==> config.mk <==
export PLATFORM = sky130hd
export DESIGN_NAME = dac_split_loader
export DESIGN_NICKNAME = d
export VERILOG_FILES = /design/src/rtl/dac_loader_pkg.sv /design/src/rtl/dac_strobe_sync.sv /design/src/rtl/dac_input_reg.sv /design/src/rtl/dac_output_reg.sv /design/src/rtl/dac_split_loader.sv
export SDC_FILE = /design/constraint.sdc
export NUM_CORES = 1
export LEC_CHECK = 0
export BUFFER_PORTS_ARGS = -buffer_cell sky130_fd_sc_hd__buf_2
export CORE_MARGIN = 1.5
export CORE_UTILIZATION = 40
export CTS_BUF_LIST = sky130_fd_sc_hd__clkbuf_4
export CTS_CLUSTER_DIAMETER = 80
export DETAILED_ROUTE_END_ITERATION = 8
export GPL_ROUTABILITY_DRIVEN = 0
export PLACE_DENSITY_LB_ADDON = 0.05
export SETUP_SLACK_MARGIN = 0.15
export SLEW_MARGIN = 20
export SYNTH_ARGS = -nofsm -noshare
export SYNTH_HDL_FRONTEND = slang
export SYNTH_SLANG_ARGS = --single-unit
==> constraint.sdc <==
create_clock -name clk -period 2.8 [get_ports clk]
set_clock_uncertainty 0.15 [all_clocks]
set_input_delay 0.14 -clock clk [delete_from_list [all_inputs] [get_ports clk]]
set_output_delay 0.14 -clock clk [all_outputs]
set_load 0.05 [all_outputs]
==> src/rtl/dac_loader_pkg.sv <==
package dac_loader_pkg;
    // Source of the transfer action
    typedef enum logic [1:0] {
        XFER_EXT = 2'b00,
        XFER_HI  = 2'b01,
        XFER_LO  = 2'b10,
        XFER_RSV = 2'b11
    } xfer_mode_e;

    // Bit positions of the strobes inside the synchronized vector
    localparam int STB_WR = 0;
    localparam int STB_LO = 1;
    localparam int STB_HI = 2;
    localparam int STB_LD = 3;
    localparam int STB_N  = 4;
endpackage

==> src/rtl/dac_strobe_sync.sv <==
module dac_strobe_sync #(
    parameter int WIDTH  = 4,
    parameter int STAGES = 2
) (
    input  logic             clk,
    input  logic             rst_n,
    input  logic [WIDTH-1:0] raw_n,
    output logic [WIDTH-1:0] sync_n
);
    typedef logic [WIDTH-1:0] vec_t;

    vec_t stage_d [STAGES];
    vec_t stage_q [STAGES];

    always_comb begin
        stage_d[0] = raw_n;
        for (int i = 1; i < STAGES; i++) begin
            stage_d[i] = stage_q[i-1];
        end
    end

    // Strobes reset to the inactive (high) level
    always_ff @(posedge clk or negedge rst_n) begin
        if (!rst_n) begin
            for (int i = 0; i < STAGES; i++) stage_q[i] <= '1;
        end else begin
            for (int i = 0; i < STAGES; i++) stage_q[i] <= stage_d[i];
        end
    end

    assign sync_n = stage_q[STAGES-1];
endmodule

==> src/rtl/dac_input_reg.sv <==
module dac_input_reg #(
    parameter int DATA_W = 12,
    parameter int BUS_W  = 8
) (
    input  logic              clk,
    input  logic              rst_n,
    input  logic [BUS_W-1:0]  bus,
    input  logic              lo_wr,
    input  logic              hi_wr,
    input  logic              xfer,
    output logic [DATA_W-1:0] word_q,
    output logic [DATA_W-1:0] word_next,
    output logic              ready
);
    localparam int HI_W = DATA_W - BUS_W;

    typedef struct packed {
        logic [DATA_W-1:0] word;
        logic              lo_seen;
        logic              hi_seen;
    } in_state_t;

    in_state_t st_d, st_q;

    always_comb begin
        st_d = st_q;
        if (lo_wr) st_d.word[BUS_W-1:0] = bus;
        if (hi_wr) st_d.word[DATA_W-1:BUS_W] = bus[HI_W-1:0];
        if (xfer) begin
            st_d.lo_seen = 1'b0;
            st_d.hi_seen = 1'b0;
        end else begin
            st_d.lo_seen = st_q.lo_seen | lo_wr;
            st_d.hi_seen = st_q.hi_seen | hi_wr;
        end
    end

    always_ff @(posedge clk or negedge rst_n) begin
        if (!rst_n) st_q <= '0;
        else        st_q <= st_d;
    end

    assign word_q    = st_q.word;
    assign word_next = st_d.word;
    assign ready     = st_q.lo_seen & st_q.hi_seen;


    lo_load_chk: assert property (@(posedge clk) disable iff (!rst_n)
        lo_wr |=> word_q[BUS_W-1:0] == $past(bus));

    lo_hold_chk: assert property (@(posedge clk) disable iff (!rst_n)
        !lo_wr |=> $stable(word_q[BUS_W-1:0]));

    hi_load_chk: assert property (@(posedge clk) disable iff (!rst_n)
        hi_wr |=> word_q[DATA_W-1:BUS_W] == $past(bus[HI_W-1:0]));

    hi_hold_chk: assert property (@(posedge clk) disable iff (!rst_n)
        !hi_wr |=> $stable(word_q[DATA_W-1:BUS_W]));

    ready_clear_chk: assert property (@(posedge clk) disable iff (!rst_n)
        xfer |=> !ready);
endmodule

==> src/rtl/dac_output_reg.sv <==
module dac_output_reg #(
    parameter int DATA_W = 12
) (
    input  logic              clk,
    input  logic              rst_n,
    input  logic              xfer,
    input  logic [DATA_W-1:0] word_next,
    output logic [DATA_W-1:0] code_q
);
    typedef struct packed {
        logic [DATA_W-1:0] code;
    } out_state_t;

    out_state_t st_d, st_q;

    // Transparent while transfer is active: passes this cycle's new word
    always_comb begin
        st_d = st_q;
        if (xfer) st_d.code = word_next;
    end

    always_ff @(posedge clk or negedge rst_n) begin
        if (!rst_n) st_q <= '0;
        else        st_q <= st_d;
    end

    assign code_q = st_q.code;


    code_hold_chk: assert property (@(posedge clk) disable iff (!rst_n)
        !xfer |=> $stable(code_q));
endmodule

==> src/rtl/dac_split_loader.sv <==
module dac_split_loader
    import dac_loader_pkg::*;
#(
    parameter int DATA_W      = 12,
    parameter int BUS_W       = 8,
    parameter int SYNC_STAGES = 2
) (
    input  logic              clk,
    input  logic              rst_n,
    input  logic [BUS_W-1:0]  bus_data,
    input  logic              lo_sel_n,
    input  logic              hi_sel_n,
    input  logic              wr_n,
    input  logic              ld_n,
    input  logic [1:0]        xfer_mode,
    output logic [DATA_W-1:0] dac_code,
    output logic              pair_ready
);
    logic [STB_N-1:0]  raw_n, sync_n;
    logic              lo_wr, hi_wr, xfer;
    logic [DATA_W-1:0] in_word_q, in_word_next;
    xfer_mode_e        mode;

    always_comb begin
        raw_n         = '1;
        raw_n[STB_WR] = wr_n;
        raw_n[STB_LO] = lo_sel_n;
        raw_n[STB_HI] = hi_sel_n;
        raw_n[STB_LD] = ld_n;
    end

    dac_strobe_sync #(.WIDTH(STB_N), .STAGES(SYNC_STAGES)) u_sync (
        .clk    (clk),
        .rst_n  (rst_n),
        .raw_n  (raw_n),
        .sync_n (sync_n)
    );

    assign mode  = xfer_mode_e'(xfer_mode);
    assign lo_wr = ~sync_n[STB_LO] & ~sync_n[STB_WR];
    assign hi_wr = ~sync_n[STB_HI] & ~sync_n[STB_WR];

    always_comb begin
        unique case (mode)
            XFER_HI: xfer = ~sync_n[STB_HI];
            XFER_LO: xfer = ~sync_n[STB_LO];
            default: xfer = ~sync_n[STB_LD];
        endcase
    end

    dac_input_reg #(.DATA_W(DATA_W), .BUS_W(BUS_W)) u_in (
        .clk       (clk),
        .rst_n     (rst_n),
        .bus       (bus_data),
        .lo_wr     (lo_wr),
        .hi_wr     (hi_wr),
        .xfer      (xfer),
        .word_q    (in_word_q),
        .word_next (in_word_next),
        .ready     (pair_ready)
    );

    dac_output_reg #(.DATA_W(DATA_W)) u_out (
        .clk       (clk),
        .rst_n     (rst_n),
        .xfer      (xfer),
        .word_next (in_word_next),
        .code_q    (dac_code)
    );


    code_follow_chk: assert property (@(posedge clk) disable iff (!rst_n)
        xfer |=> dac_code == in_word_q);

    reset_state_chk: assert property (@(posedge clk)
        !rst_n |-> (dac_code == '0) && (in_word_q == '0) && !pair_ready);

    ready_set_chk: assert property (@(posedge clk) disable iff (!rst_n)
        (!xfer && lo_wr && hi_wr) |=> pair_ready);
endmodule

==> reports/results.tsv <==
metric	value	unit
cell_internal_pwr	853	µW
holdWs	209	ps
grt_pass1_wl	3330	µm
timing.critical_path.cells	nor2b_1 > o31a_1 > buf_4 > mux2_4	
placedInstanceArea	1450	µm²
insertion_delay	320	ps
final_period_demand_of_the_worst_path	1810	ps
cp_slowest_cell	dfstp_2	
clkSinkCount	34	
timing.critical_path.slowest_cell_delay	540	ps
hold_path_startpoint	u_sync.stage_d[3]$_DFF_PN1_	
fillCellCount	276	
route.detailed.vias_per_inst	4.34	
vias	724	
postSynthCellCount	74	
timing.max_cap.violations	0	
rows	20	
max_ir_drop_vdd	0.380	mV
worst_path_dominant_cell_family	flip-flops	
tightest_slew	716	ps
seq_area_frac_synth	68.3	%
ys_types	13	
power.combinational.fraction	31.4	%
finalSetupTns	0	ps
detail_route.iter0.violations	8	
cts-htree-levels	2	
layout_common_cells	buf_2 (28), dfrtp_1 (26), mux2_2 (16)	
cts-root-buf	clkbuf_4	
pin_count	29	
hold_path_class	flip-flop to flip-flop	
worst-path-max-fanout	8	
mostFrequentLayoutCell	buf_2	
crit_type	flip-flop to flip-flop	
initial_core_util	41.7	%
cellPowerDensity	786	nW/µm²
switching_share	34.0	%
cts_tree	done	
final_number_of_setup_violating_endpoints	0	
power.clock.fraction	21.2	%
worst-endpoint-arrival	1880	ps
grt_start_max_net_pins	35	
hold_violations	0	
die-width	59.2	µm
synth.cell_area	1260	µm²
final_layout_size_suffix_gt1_share	56.9	%
avgRoutedWirePerCell	12.3	µm
drt_pre_antenna_iters	3	
first_global_vias	777	
clkTransAtPathRegs	90	ps
rsz0062_at_grt	no	
final_net_count	140	
critical_path.reg2reg.startpoint	u_sync.sync_n[1]$_DFF_PN1_	
final_min_period_over_clock_period	64.7	%
placeableCoreArea	3030	µm²
critPathRequiredTime	2870	ps
chipHeight	59.2	µm
cts_inserted_buffers	5	
globalRouteTotalUtil	13.7	%
n_antenna_cell	0	
timing.final.ws_setup	989	ps
area_growth	30.3	%
timing_max_transition_violations_final	0	
cts_buffer_depth	2	
type_of_destination_of_the_critical_path	flip-flop	
slew-limit-headroom	52.2	%
detailed_place_hpwl	1310	µm
postSynthAreaPerCell	17.0	µm²
yosysWarningCount	0	
detail_route.drc_violations	0	
antenna_left	0	
place_worst_setup_slack	820	ps
achievable-frequency	0.552	GHz
total_wirelength	2060	µm
die-area	3500	µm²
antenna_found_initial	0	
io_buffer_count	28	
crit_path_start_kind	flip-flop	
r2r_setup_slack	990	ps
cp.buffers_inverters	1	
postSynthRegisterBits	34	
timing.critical_path.from	u_sync.sync_n[1]$_DFF_PN1_	
seqPwrFrac	47.4	%
design_area	1640	µm²
netSwitchingPower	440	µW
status	finished clean	
synthesized_netlist_net_count	92	
grt_overflow_total	0	
p_leak	0.772	nW
-- power groups by stage --
| stage | sequential [mW] | clock (mW) | combinational [mW] |
|---|---|---|---|
| floorplan | 0.796 | 0 | 0.127 |
| global placement | 0.621 | 0 | 0.392 |
| detailed placement | 0.623 | 0 | 0.395 |
| CTS | 0.614 | 0.286 | 0.411 |
| global route | 0.623 | 0.308 | 0.428 |
| finish | 0.613 | 0.273 | 0.406 |
-- synthesized netlist by cell type --
| cell type | instances | area [µm²] |
|---|---|---|
| dfrtp_1 | 26 | 651 |
| mux2_2 | 16 | 180 |
| dfstp_2 | 8 | 210 |
| mux2_4 | 8 | 120 |
| nor2_1 | 5 | 18.8 |
| ha_1 | 2 | 25.0 |
| inv_1 | 2 | 7.51 |
| nor2b_1 | 2 | 12.5 |
| and2_1 | 1 | 6.26 |
| buf_6 | 1 | 11.3 |
| nand2_1 | 1 | 3.75 |
| nor2_2 | 1 | 6.26 |
| o31a_1 | 1 | 8.76 |
-- registers in the layout, summed over array words and instances, names as in the netlist --
signal	count
u_in.st_q	2
u_out.code_q	12
u_in.word_q	12
u_sync.stage_d	4
u_sync.sync_n	4
-- worst paths after layout --
check,to,cells past startpoint
hold / removal,u_sync.sync_n[3]$_DFF_PN1_,0
min in group asynchronous,u_in.word_q[5]$_DFF_PN0_,2
setup / recovery,u_out.code_q[4]$_DFFE_PN0P_,4
max in group asynchronous,u_in.word_q[9]$_DFF_PN0_,2
setup reg to reg,u_out.code_q[4]$_DFFE_PN0P_,4
hold reg to reg,u_sync.sync_n[3]$_DFF_PN1_,0
-- layout make-up --
cell class	instances	area (µm²)	share of cell area (%)
Tap cell	44	55.1	3.35
Clock buffer	8	60.1	3.66
Timing Repair Buffer	42	278	16.9
Sequential cell	34	861	52.4
Multi-Input combinational cell	37	382	23.2
Inverter	2	7.51	0.457
-- worst register-to-register path: cells and delay by family, from the launching register on --
kind / cells / cell delay (ps)
flops: 1 / 540
simple gates: 1 / 50
buf+inv: 1 / 250
mux: 1 / 300
compound gates: 1 / 420
-- kinds of logic after synthesis --
kind of cell             after synthesis  synth area share [%]
AO/OA/AOI/OAI                          1                 0.695
adder cells (fa/ha/maj)                2                  1.98
buffers and inverters                  3                  1.49
flip-flops                            34                  68.3
multiplexers                          24                  23.8
AND/OR/NAND/NOR                       10                  3.77
-- routing by layer --
layer  share of wire (%)  GRT usage (%)  vias up
met3                 4.9           4.59        7
met2                  51           24.1       23
met4                 2.6           8.77        0
met1                  41           13.8      351
li1                    -              -      343
met5                   0              0        -
-- timing repair --
item,in CTS,in global routing
hold buffers,13,0
hold endpoints to repair,42,0
setup buffers,0,0
gates resized for setup,0,0
-- per-stage QoR --
stage          utilization [%]  total power [mW]  cells
2_1_floorplan                -             0.923     74
3_3_place_gp              48.0              1.01    146
3_5_place_dp              48.0              1.02    146
4_1_cts                   54.3              1.31    167
5_1_grt                   54.3              1.36    167
6_report                  54.3              1.29    167
Power figures use the tool's default switching activity.
